<file path="config.mk">
export PLATFORM = sky130hd
export DESIGN_NAME = cascade_ack_engine
export DESIGN_NICKNAME = d
export VERILOG_FILES = /design/src/rtl/cae_pkg.sv /design/src/rtl/cae_prio_pick.sv /design/src/rtl/cae_lvl_bank.sv /design/src/rtl/cascade_ack_engine.sv
export SDC_FILE = /design/constraint.sdc
export NUM_CORES = 1
export LEC_CHECK = 0
export ABC_AREA = 1
export BUFFER_PORTS_ARGS = -buffer_cell sky130_fd_sc_hd__buf_2
export CAP_MARGIN = 20
export CORE_UTILIZATION = 50
export DETAILED_ROUTE_END_ITERATION = 6
export HOLD_SLACK_MARGIN = 0.15
export PLACE_DENSITY = 0.86
export SYNTH_ARGS = -nofsm -noshare
export SYNTH_HDL_FRONTEND = slang
export SYNTH_HIERARCHICAL = 1
export SYNTH_SLANG_ARGS = --single-unit
</file>
<file path="constraint.sdc">
create_clock -name clk -period 12.3 [get_ports clk]
set_input_delay 1.23 -clock clk [delete_from_list [all_inputs] [get_ports clk]]
set_output_delay 1.23 -clock clk [all_outputs]
set_load 0.02 [all_outputs]
</file>
<file path="src/rtl/cae_pkg.sv">
package cae_pkg;
  localparam int unsigned CTL_INPUTS   = 8;
  localparam int unsigned CASCADE_IN   = 2;
  localparam int unsigned BASE_WIDTH   = 8;
  localparam int unsigned RESULT_WIDTH = 16;
  localparam logic [RESULT_WIDTH-1:0] NO_VECTOR = '1;
endpackage

</file>
<file path="src/rtl/cae_prio_pick.sv">
// Rotating priority picker: search starts just above the lowest-priority slot.
module cae_prio_pick #(
  parameter int unsigned N  = 8,
  parameter int unsigned IW = $clog2(N)
) (
  input  logic [N-1:0]  cand,
  input  logic [IW-1:0] low,
  output logic          found,
  output logic [IW-1:0] idx
);
  logic [IW-1:0]  start;
  logic [2*N-1:0] dbl;
  logic [N-1:0]   rot;
  logic [IW-1:0]  pos;

  assign start = low + 1'b1;
  assign dbl   = {cand, cand} >> start;
  assign rot   = dbl[N-1:0];

  always_comb begin
    pos = '0;
    for (int i = N - 1; i >= 0; i--) begin
      if (rot[i]) pos = IW'(i);
    end
  end

  assign found = |rot;
  assign idx   = start + pos;
endmodule

</file>
<file path="src/rtl/cae_lvl_bank.sv">
// Edge/level control registers, one per controller.
module cae_lvl_bank #(
  parameter int unsigned N     = 8,
  parameter int unsigned BANKS = 2
) (
  input  logic         clk,
  input  logic         rst,
  input  logic         we,
  input  logic         sel,
  input  logic [N-1:0] din,
  output logic [N-1:0] lvl [BANKS]
);
  for (genvar b = 0; b < BANKS; b++) begin : g_bank
    always_ff @(posedge clk) begin
      if (rst) lvl[b] <= '0;
      else if (we && (sel == 1'(b))) lvl[b] <= din;
    end
  end
endmodule

</file>
<file path="src/rtl/cascade_ack_engine.sv">
module cascade_ack_engine
  import cae_pkg::*;
#(
  parameter int unsigned N       = CTL_INPUTS,
  parameter int unsigned CASC_IN = CASCADE_IN,
  parameter int unsigned BASE_W  = BASE_WIDTH,
  parameter int unsigned RES_W   = RESULT_WIDTH,
  localparam int unsigned IDX_W  = $clog2(N),
  localparam int unsigned LINE_W = IDX_W + 1
) (
  input  logic              clk,
  input  logic              rst,
  input  logic              assert_vld,
  input  logic [LINE_W-1:0] assert_line,
  input  logic              deassert_vld,
  input  logic [LINE_W-1:0] deassert_line,
  input  logic              lvl_we,
  input  logic              lvl_sel,
  input  logic [N-1:0]      lvl_din,
  input  logic [N-1:0]      mask_pri,
  input  logic [N-1:0]      mask_sec,
  input  logic [BASE_W-1:0] base_pri,
  input  logic [BASE_W-1:0] base_sec,
  input  logic [IDX_W-1:0]  low_pri,
  input  logic [IDX_W-1:0]  low_sec,
  input  logic              clr_pri,
  input  logic              clr_sec,
  input  logic              ack_stb,
  output logic              ack_vld,
  output logic [RES_W-1:0]  ack_vec,
  output logic              pending,
  output logic [N-1:0]      req_pri,
  output logic [N-1:0]      req_sec,
  output logic [N-1:0]      isr_pri,
  output logic [N-1:0]      isr_sec
);
  localparam logic [N-1:0]     CASC_BIT = N'(1) << CASC_IN;
  localparam logic [RES_W-1:0] NONE     = RES_W'(NO_VECTOR);

  logic [N-1:0]     lvl [2];
  logic [N-1:0]     a_pri, a_sec, n_pri, n_sec, ni_pri, ni_sec;
  logic [N-1:0]     cand_pri, cand_sec;
  logic             f_pri, f_sec;
  logic [IDX_W-1:0] i_pri, i_sec, ai, di;
  logic [RES_W-1:0] res;

  cae_lvl_bank #(.N(N), .BANKS(2)) u_lvl (
    .clk(clk), .rst(rst), .we(lvl_we), .sel(lvl_sel), .din(lvl_din), .lvl(lvl)
  );

  assign ai = assert_line[IDX_W-1:0];
  assign di = deassert_line[IDX_W-1:0];

  // Stage 1: line events, assert before deassert.
  always_comb begin
    a_pri = req_pri;
    a_sec = req_sec;
    if (assert_vld) begin
      if (assert_line[IDX_W]) begin
        a_sec[ai] = 1'b1;
        a_pri     = a_pri | CASC_BIT;
      end else begin
        a_pri[ai] = 1'b1;
      end
    end
    if (deassert_vld) begin
      if (deassert_line[IDX_W]) begin
        if (lvl[1][di]) begin
          a_sec[di] = 1'b0;
          if (a_sec == '0) a_pri = a_pri & ~CASC_BIT;
        end
      end else if (lvl[0][di]) begin
        a_pri[di] = 1'b0;
      end
    end
  end

  // Stage 2: masked search, primary first.
  assign cand_pri = a_pri & ~mask_pri & ~CASC_BIT;
  assign cand_sec = a_sec & ~mask_sec;

  cae_prio_pick #(.N(N)) u_pick_pri (.cand(cand_pri), .low(low_pri), .found(f_pri), .idx(i_pri));
  cae_prio_pick #(.N(N)) u_pick_sec (.cand(cand_sec), .low(low_sec), .found(f_sec), .idx(i_sec));

  always_comb begin
    n_pri  = a_pri;
    n_sec  = a_sec;
    ni_pri = isr_pri;
    ni_sec = isr_sec;
    res    = NONE;
    if (ack_stb) begin
      if (f_pri) begin
        n_pri[i_pri]  = 1'b0;
        ni_pri[i_pri] = 1'b1;
        res = RES_W'(base_pri) + RES_W'(i_pri);
      end else if (f_sec) begin
        n_sec[i_sec]  = 1'b0;
        ni_sec[i_sec] = 1'b1;
        n_pri  = n_pri & ~CASC_BIT;
        ni_pri = ni_pri | CASC_BIT;
        res = RES_W'(base_sec) + RES_W'(i_sec);
      end
    end
  end

  always_ff @(posedge clk) begin
    if (rst) begin
      req_pri <= '0;
      req_sec <= '0;
      isr_pri <= '0;
      isr_sec <= '0;
      ack_vld <= 1'b0;
      ack_vec <= '0;
    end else begin
      req_pri <= clr_pri ? '0 : n_pri;
      isr_pri <= clr_pri ? '0 : ni_pri;
      req_sec <= clr_sec ? '0 : n_sec;
      isr_sec <= clr_sec ? '0 : ni_sec;
      ack_vld <= ack_stb;
      if (ack_stb) ack_vec <= res;
    end
  end

  assign pending = (|(req_pri & ~(mask_pri | CASC_BIT))) || (|(req_sec & ~mask_sec));
endmodule

</file>
# Word level (Yosys, flattened, before mapping)
# Cells that the tools add are included.
# word_totals
regBits	65
inputBits	63
output_inout_bits	50
word_cells	113
# classes
n_addsub	6
n_lt_le_gt_ge	8
shift	2
n_mux	50
n_bitwise	20
reduce_logical	18
# ops
cell	count
8-bit 2-to-1 mux	16
8-bit AND	8
3-bit 2-to-1 mux	20
8-bit NOT	6
16-bit 2-to-1 mux	2
8-bit bitwise OR	4
8-bit OR reduction	4
16-bit by 3-bit right shift with 8-bit output	2
8-bit by 3-bit adder with 9-bit output	2
3-bit by 4-bit < comparator with 1-bit output (second input constant)	4
1-bit demux with 3-bit select	4
3-bit by 1-bit greater-or-equal comparator with 1-bit output (second input constant)	4
8-bit zero test	1
3-bit by 1-bit adder with 3-bit output (second input constant)	2
3-bit adder	2
1-bit binary-select mux with 3-bit select	2
1-bit logical AND	6
1-bit 2-to-1 mux	6
2-bit AND reduction	2
2-bit OR reduction	2
3-bit AND reduction	1
1-bit NOT	2
2-bit nonzero test	1
1-bit logical OR	1

# Logic depth before layout (Yosys ltp)
# Gate-level depths: netlist of run 1.
# depth
word_depth	32
depth_mapped	37
depth_no_buf	36

# Hierarchy
# Netlist of run 1, hierarchy kept.
# modules_own_cells
module	n_inst	cells_each	area_per_inst_um2	seq_area_each_um2
cascade_ack_engine	1	508	3001.6	860.8
cae_prio_pick	2	99	636.9	0.0
cae_lvl_bank	1	89	656.9	320.3

# Worst setup path after synthesis of run 1
# OpenSTA, ideal clock, no wires.
# synth_path
path_type	input port to flip-flop
startpoint	input port deassert_line[1]
endpoint	register ack_vec[5]
setup_time_ps	117
t_arrival_ps	4714
t_required_ps	12183
setup_slack_ps	7469
cell_stages	30
path_buffers	1
cell_sequence	buf_2 inv_2 nand2_1 nand2_1 nand2_1 nand2_2 o21ai_1 nor2_1 nand2_1 nand3_1 nand3_1 nand2_2 nand2_1 nand2_1 nand2_1 nand2_1 nand2_1 a21oi_1 ha_1 inv_1 fa_1 xor2_1 xor2_2 ha_1 nand3_1 nand3_1 nand3b_1 nand3_1 a21oi_1 nor2_1
# synth_via
elab_chain_len	23
elab_cells_between_ends	47
cone_classes	4 x add/sub; 2 x order compare; 2 x shift; 31 x mux; 5 x bitwise; 3 x reduce/logical
# synth_lines
item	line	text
start: declaration	cascade_ack_engine.sv:16	input logic [LINE_W-1:0] deassert_line,
3-bit by 4-bit < comparator with 1-bit output (not written as such) / 3-bit by 1-bit greater-or-equal comparator with 1-bit output (equally long branches)	cascade_ack_engine.sv:69	a_sec[di] = 1'b0;
1-bit logical AND (not written as such)	cascade_ack_engine.sv:69	
1-bit 2-to-1 mux (not written as such)	cascade_ack_engine.sv:69	
1-bit demux with 3-bit select	cascade_ack_engine.sv:69	
8-bit NOT (no source line)	n/a	
8-bit AND (no source line)	n/a	
8-bit 2-to-1 mux (*)	cascade_ack_engine.sv:68	if (lvl[1][di]) begin
8-bit 2-to-1 mux (*)	cascade_ack_engine.sv:67	if (deassert_line[IDX_W]) begin
(+2 left out)	n/a	
net cand_sec[3]	cascade_ack_engine.sv:42	logic [N-1:0] cand_pri, cand_sec;
16-bit by 3-bit right shift with 8-bit output (*)	cae_prio_pick.sv:17	assign dbl = {cand, cand} >> start;
3-bit 2-to-1 mux (7 in series)	cae_prio_pick.sv:23	if (rot[i]) pos = IW'(i);
3-bit 2-to-1 mux (*)	cae_prio_pick.sv:23	
3-bit adder (*)	cae_prio_pick.sv:28	assign idx = start + pos;
net i_sec[2]	cascade_ack_engine.sv:44	logic [IDX_W-1:0] i_pri, i_sec, ai, di;
8-bit by 3-bit adder with 9-bit output (*)	cascade_ack_engine.sv:101	res = RES_W'(base_sec) + RES_W'(i_sec);
16-bit 2-to-1 mux (*)	cascade_ack_engine.sv:96	end else if (f_sec) begin
16-bit 2-to-1 mux (*)	cascade_ack_engine.sv:92	if (f_pri) begin
end signal: assignment	cascade_ack_engine.sv:120	if (ack_stb) ack_vec <= res;
end: declaration	cascade_ack_engine.sv:30	output logic [RES_W-1:0] ack_vec,
# Mark *: on every way through the listed nets, which the timed path passes. The rest lies on a longest branch. The select of a mux whose other input is x is not followed.
# A chain may end at the register's enable or synchronous reset.

# Final worst setup path of run 1
# layout_path
startpoint	input port deassert_line[0]
endpoint	register ack_vec[7]
# Same word-level chain as after synthesis.

==> results of run 1 <==
==> worst min-delay path, stage by stage, from the launching register on <==
cell     delay, ns
dfxtp_1       0.31
inv_1         0.04
a21oi_1       0.05
==> flip-flops by register name (all words and copies together) (netlist names) <==
register   flops
u_lvl/lvl     16
ack_vec       10
isr_pri        8
isr_sec        8
req_pri        8
req_sec        8
ack_vld        1
==> layer usage <==
metal / vias up / wire, um / global-route usage (%)
li1: 2683 / - / -
met1: 2294 / 5480 / 30.7
met2: 192 / 6090 / 45.9
met3: 35 / 875 / 6.42
met4: 0 / 354 / 9.92
met5: - / 0 / 0
==> layout by cell type (no fill, tap or decap), drive strengths merged <==
cell type,instances
nand2,286
inv,119
buf,111
nand3,90
nor2,88
dfxtp,59
a21oi,41
o21ai,38
clkbuf,12
ha,10
o21bai,6
nor3,6
clkinv,6
fa,4
xor2,4
a31oi,3
nand4,2
o22ai,2
nand3b,2
bufinv,2
conb,2
and2,2
o31ai,1
or2,1
o221ai,1
o2111ai,1
a211oi,1
o21a,1
==> synth_stat cells (3+ instances only) <==
cell type and number:
buf_4 8, inv_1 98, buf_6 7, nor2_2 5, o21bai_1 6, dfxtp_1 59
nand3_2 12, nand3_1 78, inv_4 3, inv_2 16, fa_1 4, a31oi_1 3
nor3_1 4, o21ai_1 19, nand2_1 240, nand2_2 27, o21ai_2 7, buf_2 5
o21ai_0 12, ha_1 10, a21oi_1 38, nor2_1 80, nand2_4 19, nor2_4 3
==> cells by family after synthesis <==
| logic type | share of synthesized area, % |
|---|---|
| xor+xnor | 1.01 |
| fa+ha+maj | 4.16 |
| flops | 23.9 |
| simple gates | 45.6 |
| other cells | 0.0760 |
| buf+inv | 13.7 |
| compound gates | 11.4 |
==> stage by stage <==
| step | instance area [um^2] | setup slack, ns | hold WS, ns | util [%] | power (mW) |
|---|---|---|---|---|---|
| after floorplan | 4940 | 7.47 | 0.441 | - | 0.384 |
| after global placement | 5480 | 6.59 | 0.434 | 58.2 | 0.430 |
| after detailed placement | 5480 | 6.54 | 0.438 | 58.2 | 0.434 |
| after CTS | 5700 | 6.89 | 0.449 | 60.5 | 0.634 |
| after global routing | 5700 | 6.44 | 0.470 | 60.5 | 0.678 |
| final | 5700 | 6.84 | 0.449 | 60.5 | 0.634 |
==> path summary, 6_finish.rpt <==
path,start,end,slack [ns],cells after the start
worst max-delay path,deassert_line[0],ack_vec[7]$_SDFFE_PP0P_,6.84,34
worst min-delay path,isr_pri[6]$_SDFFE_PP0P_,isr_pri[6]$_SDFFE_PP0P_,0.45,2
worst max register to register,u_lvl/lvl[2]$_SDFFE_PP0P_,ack_vec[7]$_SDFFE_PP0P_,7.85,33
worst min register to register,isr_pri[6]$_SDFFE_PP0P_,isr_pri[6]$_SDFFE_PP0P_,0.45,2
==> area by class of cell <==
class                           count  area [um^2]  share of cell area (%)
Clock buffer                       12          145                    2.55
Clock inverter                      4         73.8                    1.30
Inverter                          123          504                    8.85
Multi-Input combinational cell    592         3080                    54.0
Sequential cell                    59         1180                    20.7
Tap cell                          129          161                    2.83
Timing Repair Buffer              111          556                    9.75
==> power groups by stage <==
stage	clock, mW	sequential (mW)	combinational [mW]
floorplan	0	0.216	0.168
global placement	0	0.209	0.221
detailed placement	0	0.209	0.225
CTS	0.203	0.205	0.226
global route	0.214	0.206	0.258
finish	0.201	0.205	0.228
==> impl_metrics.csv, run 1 <==
group,metric,value,unit
outcome,outcome,"completed",
synthesis,synth_edf_count,0,
critical_path,cp_max_fo,14,
cts,cts_resized,0,
floorplanning,initial_core_util,52.4,%
sta,final_hold_viol_count,0,
drt,wire_per_inst,12.4,um
pwr,combPwrFrac,36.0,%
synthesis,netlist_area,4930,um^2
critical_path,path_class,"in2reg",
grt,grt_max_degree,19,
critical_path,endpoint_kind,"register",
synthesis,ys.flop_type,"dfxtp_1",
pwr,p_leak,3.06,nW
critical_path,path_buf_inv,4,
floorplanning,coreArea,9420,um^2
sta,fin_crit_sh,44.4,%
critical_path,worst_setup_path_start_kind,"input pin",
cells_and_area,stdcell_count,1030,
floorplanning,dieHeight,101,um
cells_and_area,n_antenna_cell,0,
pwr,p_per_area,111,nW/um^2
synthesis,synthCells,795,
sta,rsz0062_at_grt,"no",
cts,cts_buffers,9,
sta,fmax,183,MHz
placed_design,dp.cells,1014,
cts,cts.htree.levels,3,
pwr,vdd_drop_max,71.0,uV
drt,first_pass_iters,4,
critical_path,crit_top_cell,"nand2_1",
cts,insertion_delay,0.34,ns
critical_path,slowest_stage,"fa_1",
flow_run,cap_violations,0,
critical_path,worstPathRequired,12.54,ns
cts,root_buffer,"clkbuf_8",
synthesis,yosysTopAreaCellShare,23.9,%
synthesis,ys_seq_elements,59,
critical_path,cp.arrival,5.70,ns
synthesis,synthArstFlopShare,0,%
placed_design,io_buffers,111,
sta,min_period,5.46,ns
floorplanning,rows,35,
cts,clockBufferDepth,2,
cells_and_area,drive_gt1_share,25.5,%
grt,grt-ovfl-total,0,
synthesis,synth_area_leaders,"dfxtp_1, nand2_1, nand3_1",
pwr,p_sw,237,uW
cts,cts.clk_slew.worst_paths,0.07,ns
synthesis,avgSynthCellArea,6.20,um^2
cells_and_area,nets,973,
placed_design,dp_hpwl,10300,um
cts,cts_sinks,59,
sta,fin_setup_tns,0,ns
cts,cts_tree,"built",
floorplanning,die_w,101,um
sta,setup_violations,0,
synthesis,synth_cell_type_count,45,
sta,maxSlewViolCount,0,
drt,via_per_inst,5.05,
placed_design,place.gp.congestion,0.961,
floorplanning,io_pins,113,
grt,grt_pass1_wl,21200,um
cells_and_area,syn_to_final_growth,15.6,%
synthesis,yosys_warnings,6,
pwr,p_seq_share,32.4,%
drt,drt_iter0_drc,367,
critical_path,cp_top_family,"simple AND/OR/NAND/NOR gates",
cts,ctsHoldBuffers,0,
grt,antenna_found_initial,0,
pwr,intPower,397,uW
synthesis,yosysTopAreaCell,"dfxtp_1",
pwr,p_sw_share,37.3,%
drt,drcViolationCount,0,
pwr,p_clk_share,31.7,%
drt,routed_wirelength,12800,um
synthesis,seq_area_frac_synth,23.9,%
floorplanning,die-area,10300,um^2
grt,grt_pass1_vias,4855,
sta,finClkSkew,0.0120,ns
grt,grt_use_total,26.1,%
drt,dr_total_vias,5204,
drt,ant_nets,0,
cells_and_area,fill_cells,915,
cts,cts_setup_buffers,0,
critical_path,cp_slowest_stage_delay,0.38,ns
worst_hold_path,hold_class,"reg2reg",
Note: power is estimated with default switching activity, not from simulation.
==> inputs of run 2 (changes only) <==
==> constraint.sdc (replaced) <==
create_clock -name clk -period 5.1 [get_ports clk]
set_input_delay 0.51 -clock clk [delete_from_list [all_inputs] [get_ports clk]]
set_output_delay 0.51 -clock clk [all_outputs]
set_load 0.02 [all_outputs]
==> run 2 against run 1 <==
Utilization grew 0.093 points. Final area grew 0.15%. Clock power grew 130%. Hold slack lost 0.0076 ns. First-iteration DRC count shrank 0.54%. Clock-buffer cell count shrank 2. Register-to-register slack lost 7.0 ns. Cell count grew 0.29%. Critical path depth shrank 2. Global-route usage grew 0.11 points. Setup slack lost 6.2 ns.
==> impl_metrics.csv, run 2 (synthesis results as in run 1) <==
group,metric,value,unit
outcome,outcome,"completed",
sta,finClkSkew,0.0143,ns
critical_path,cp_max_fo,14,
pwr,p_sw_share,39.5,%
cts,cts_sinks,59,
grt,grt_pass1_wl,21200,um
cells_and_area,layout_commonest_cell,"nand2_1",
drt,via_per_inst,5.06,
flow_run,cap_violations,0,
floorplanning,die-area,10300,um^2
sta,fin_setup_tns,0,ns
pwr,p_leak,3.06,nW
grt,grt_use_total,26.3,%
cells_and_area,largest_register,"u_lvl/lvl",
pwr,intPower,916,uW
drt,drcViolationCount,0,
sta,maxSlewViolCount,0,
grt,grt_pass1_vias,4686,
cells_and_area,largest_reg_flops,16,
cells_and_area,nets,975,
critical_path,crit_top_cell,"nand2_1",
sta,setup_violations,0,
drt,dr_total_vias,5226,
drt,wire_per_inst,12.6,um
drt,drt_iter0_drc,365,
cells_and_area,syn_to_final_growth,15.7,%
placed_design,place.gp.congestion,0.961,
grt,antenna_found_initial,0,
cells_and_area,drive_gt1_share,25.9,%
placed_design,io_buffers,111,
floorplanning,coreArea,9420,um^2
pwr,combPwrFrac,36.9,%
sta,rsz0062_at_grt,"no",
grt,grt_max_degree,19,
critical_path,slowest_stage,"fa_1",
cts,insertion_delay,0.35,ns
critical_path,cp_slowest_stage_delay,0.37,ns
critical_path,cp.arrival,4.71,ns
sta,final_hold_viol_count,0,
drt,routed_wirelength,13000,um
pwr,p_clk_share,30.4,%
critical_path,timing.rr.start,"u_lvl/lvl[3]$_SDFFE_PP0P_",
sta,holdWs,0.441,ns
floorplanning,die_w,101,um
critical_path,path_class,"in2reg",
cts,cts_tree,"built",
grt,grt-ovfl-total,0,
cts,cts_resized,0,
cts,cts.htree.levels,3,
worst_hold_path,hold_class,"in2reg",
drt,first_pass_iters,5,
cts,cts.clk_slew.worst_paths,0.08,ns
pwr,power.total,1.51,mW
cts,clockBufferDepth,2,
cells_and_area,reg.largest.list,"u_lvl/lvl: 16 flops, ack_vec: 10 flops",
pwr,p_seq_share,32.7,%
floorplanning,dieHeight,101,um
cells_and_area,fill_cells,911,
placed_design,dp_hpwl,10400,um
worst_hold_path,min-delay-start,"lvl_din[3]",
floorplanning,io_pins,113,
critical_path,worst_setup_path_start_kind,"input pin",
sta,fin_crit_sh,87.6,%
sta,min_period,4.47,ns
pwr,p_sw,597,uW
cells_and_area,post-route-util,60.6,%
cells_and_area,multi_input_area,3080,um^2
pwr,vdd_drop_max,173,uV
critical_path,endpoint_kind,"register",
sta,fmax,224,MHz
cts,root_buffer,"clkbuf_8",
pwr,p_per_area,265,nW/um^2
cts,cts_buffers,9,
floorplanning,initial_core_util,52.4,%
cells_and_area,final-seq-area,1180,um^2
drt,ant_nets,0,
floorplanning,rows,35,
cells_and_area,layout_common_cells,"nand2_1, buf_2, inv_1",
critical_path,worstPathRequired,5.35,ns
critical_path,startpoint,"deassert_line[0]",
-- run 2: routing by layer --
metal  vias to the layer above  routed length, um  track usage (%)
li1                       2697                  -                -
met1                      2305               5380             30.8
met2                       186               6150             45.2
met3                        38                979             6.42
met4                         0                511             11.9
met5                         -                  0                0
-- run 2: path summary, 6_finish.rpt --
| kind | to | slack [ns] | depth (start not counted) |
|---|---|---|---|
| max reg2reg | ack_vec[5]$_SDFFE_PP0P_ | 0.82 | 31 |
| max | ack_vec[5]$_SDFFE_PP0P_ | 0.63 | 32 |
| min reg2reg | isr_pri[6]$_SDFFE_PP0P_ | 0.45 | 2 |
| min | u_lvl/lvl[3]$_SDFFE_PP0P_ | 0.44 | 3 |
-- run 2: power groups by stage --
stage	combinational [mW]	sequential (mW)	clock [mW]
after floorplan	0.406	0.521	0
after global placement	0.533	0.505	0
after detailed placement	0.543	0.505	0
after CTS	0.547	0.495	0.465
after global routing	0.628	0.497	0.489
final	0.558	0.495	0.460
-- run 2: what timing repair did --
action / CTS / global route
hold buffers: 0 / 0
setup endpoints to repair: 0 / 1
buffers inserted: 0 / 1
-- run 2: final cells by class --
| type | instances | area share (%) |
|---|---|---|
| Clock inverter | 6 | 1.27 |
| Inverter | 123 | 8.83 |
| Clock buffer | 10 | 2.41 |
| Antenna cell | 1 | 0.0438 |
| Tap cell | 129 | 2.83 |
| Sequential cell | 59 | 20.7 |
| Timing Repair Buffer | 113 | 10.0 |
| Multi-Input combinational cell | 592 | 53.9 |
-- run 2: metrics by stage --
stage	area (um^2)	worst slack, ns	std cells
6_report	5710	0.635	1033
2_1_floorplan	4940	0.989	796
4_1_cts	5700	0.563	1031
3_3_place_gp	5490	0.300	1015
3_5_place_dp	5490	0.204	1015
5_1_grt	5710	0.0644	1032
-- run 2: worst max-delay path: cells and delay by family --
kind | cells | cell delay (ns)
compound gates | 3 | 0.43
buf+inv | 3 | 0.39
xor+xnor | 2 | 0.52
simple gates | 21 | 1.98
fa+ha+maj | 3 | 0.86
==> inputs of run 3 (changes only) <==
--- a/config.mk
+++ b/config.mk
@@ -12,6 +12,7 @@
 export DETAILED_ROUTE_END_ITERATION = 6
 export HOLD_SLACK_MARGIN = 0.15
 export PLACE_DENSITY = 0.86
+export RECOVER_POWER = 25
 export SYNTH_ARGS = -nofsm -noshare
 export SYNTH_HDL_FRONTEND = slang
 export SYNTH_HIERARCHICAL = 1
==> run 3 against run 2 <==
Largest power group unchanged. Final area is 0.24% lower. Highest routed layer unchanged. Via count is 0.54% higher. Die area stayed put. Cell count stayed put. Maximum frequency is 0.35% lower. Critical path depth stayed put. Critical endpoint unchanged. Global-route usage stayed put. First-iteration DRC count stayed put.
==> impl_metrics.csv, run 3 (synthesis results as in run 1) <==
group,metric,value,unit
critical_path,path_class,"in2reg",
drt,drcViolationCount,0,
floorplanning,dieHeight,101,um
critical_path,timing.reg2reg.setup_slack,0.81,ns
critical_path,worst_setup_path_start_kind,"input pin",
worst_hold_path,holdPathStages,3,
drt,first_pass_iters,5,
cells_and_area,largest_reg_flops,16,
drt,ant_nets,0,
cts,cts.clk_slew.worst_paths,0.08,ns
cts,cts_sinks,59,
critical_path,cp_slowest_stage_delay,0.37,ns
worst_hold_path,min-delay-start,"lvl_din[3]",
floorplanning,coreArea,9420,um^2
cts,root_buffer,"clkbuf_8",
critical_path,cp_top_family,"simple AND/OR/NAND/NOR gates",
cts,cts_resized,0,
sta,final_hold_viol_count,0,
pwr,vdd_drop_max,173,uV
critical_path,slowest_stage,"fa_1",
grt,grt_max_degree,19,
cts,ctsHoldBuffers,0,
cts,cts_tree,"built",
grt,grt-ovfl-total,0,
cts,insertion_delay,0.35,ns
cells_and_area,layout_commonest_cell,"nand2_1",
cts,cts_buffers,9,
sta,fmax,223,MHz
sta,relSlewSlack,39.0,%
critical_path,worstPathRequired,5.35,ns
floorplanning,die-area,10300,um^2
drt,wire_per_inst,12.6,um
grt,grt_pass1_wl,21200,um
cells_and_area,fill_cells,918,
critical_path,timing.rr.end,"ack_vec[5]$_SDFFE_PP0P_",
critical_path,r2r_cells,31,
grt,antenna_found_initial,0,
floorplanning,die_w,101,um
cells_and_area,nets,975,
sta,setup_violations,0,
cells_and_area,post-route-util,60.5,%
placed_design,place.gp.congestion,0.961,
drt,drt_iter0_drc,365,
floorplanning,initial_core_util,52.4,%
critical_path,cp_max_fo,14,
sta,min_period,4.48,ns
grt,grt_pass1_vias,4686,
cts,clockBufferDepth,2,
cts,cts.htree.levels,3,
sta,fin_setup_tns,0,ns
cells_and_area,largest_register,"u_lvl/lvl",
sta,fin_crit_sh,87.9,%
cells_and_area,syn_to_final_growth,15.4,%
floorplanning,rows,35,
drt,via_per_inst,5.09,
placed_design,dp_hpwl,10400,um
flow_run,cap_violations,0,
placed_design,io_buffers,111,
critical_path,crit_top_cell,"nand2_1",
drt,dr_total_vias,5254,
sta,worstMarginPinSlew,0.915,ns
sta,finClkSkew,0.0141,ns
sta,maxSlewViolCount,0,
outcome,outcome,"completed",
critical_path,path_buf_inv,3,
pwr,p_leak,3.02,nW
critical_path,cp.arrival,4.73,ns
cells_and_area,drive_gt1_share,24.7,%
critical_path,timing.rr.start,"u_lvl/lvl[3]$_SDFFE_PP0P_",
worst_hold_path,min_to,"u_lvl/lvl[3]$_SDFFE_PP0P_",
cells_and_area,reg.largest.list,"u_lvl/lvl: 16 flops, ack_vec: 10 flops",
drt,routed_wirelength,13000,um
critical_path,endpoint_kind,"register",
grt,grt_use_total,26.3,%
pwr,p_per_area,266,nW/um^2
cts,cts_setup_buffers,0,
sta,rsz0062_at_grt,"no",
floorplanning,io_pins,113,
worst_hold_path,hold_class,"in2reg",
cells_and_area,layout_common_cells,"nand2_1, buf_2, inv_1",
[run 3: cell count changes in the layout (fill, tap and decap cells not counted), sizes merged]
| cell | delta |
|---|---|
| clkbuf | +11 |
| buf | -11 |
[run 3: worst max-delay path by stage]
stage,from,to,slack [ns],cells past startpoint
detailed placement,deassert_line[0],ack_vec[7]$_SDFFE_PP0P_,0.20,34
floorplan,deassert_line[1],ack_vec[5]$_SDFFE_PP0P_,0.99,30
global route,deassert_line[0],ack_vec[5]$_SDFFE_PP0P_,0.06,32
global placement,deassert_line[0],ack_vec[7]$_SDFFE_PP0P_,0.30,34
CTS,deassert_line[0],ack_vec[5]$_SDFFE_PP0P_,0.56,32
finish,deassert_line[0],ack_vec[5]$_SDFFE_PP0P_,0.62,32
[run 3: worst reg2reg max path: cells and delay by family, from the launching register on]
family	cells	cell delay, ns
flops	1	0.32
simple gates	21	1.95
buf+inv	2	0.09
fa+ha+maj	3	0.86
xor+xnor	2	0.52
compound gates	3	0.43
[run 3: final cells by class]
cell class	instances	area (um^2)	area share (%)
Inverter	123	504	8.86
Tap cell	129	161	2.83
Clock buffer	10	138	2.42
Timing Repair Buffer	113	557	9.78
Sequential cell	59	1180	20.7
Clock inverter	6	72.6	1.27
Multi-Input combinational cell	592	3080	54.1
Antenna cell	1	2.50	0.0439
[run 3: per-stage QoR]
| stage | setup slack, ns | power, mW | hold WS, ns | instances | cell area (um^2) |
|---|---|---|---|---|---|
| after floorplan | 0.989 | 0.926 | 0.441 | 796 | 4940 |
| after global placement | 0.300 | 1.04 | 0.434 | 1015 | 5490 |
| after detailed placement | 0.204 | 1.05 | 0.437 | 1015 | 5490 |
| after CTS | 0.563 | 1.51 | 0.432 | 1031 | 5700 |
| after global routing | 0.0644 | 1.61 | 0.443 | 1032 | 5690 |
| final | 0.619 | 1.51 | 0.441 | 1033 | 5690 |
[run 3: power by group]
part / switching (mW) / internal, mW / total (mW)
clock: 0.217 / 0.243 / 0.460
combinational: 0.368 / 0.190 / 0.558
sequential: 0.0128 / 0.482 / 0.495
total: 0.598 / 0.915 / 1.51
[run 3: metal layers]
metal  part of all wire (%)  vias to the layer above  wire length [um]  GRT usage, %
met2                     47                      211              6120          45.2
met1                     41                     2306              5390          30.8
met4                    4.0                        0               521          11.9
met3                    7.5                       40               981          6.42
met5                      0                        -                 0             0
li1                       -                     2697                 -             -
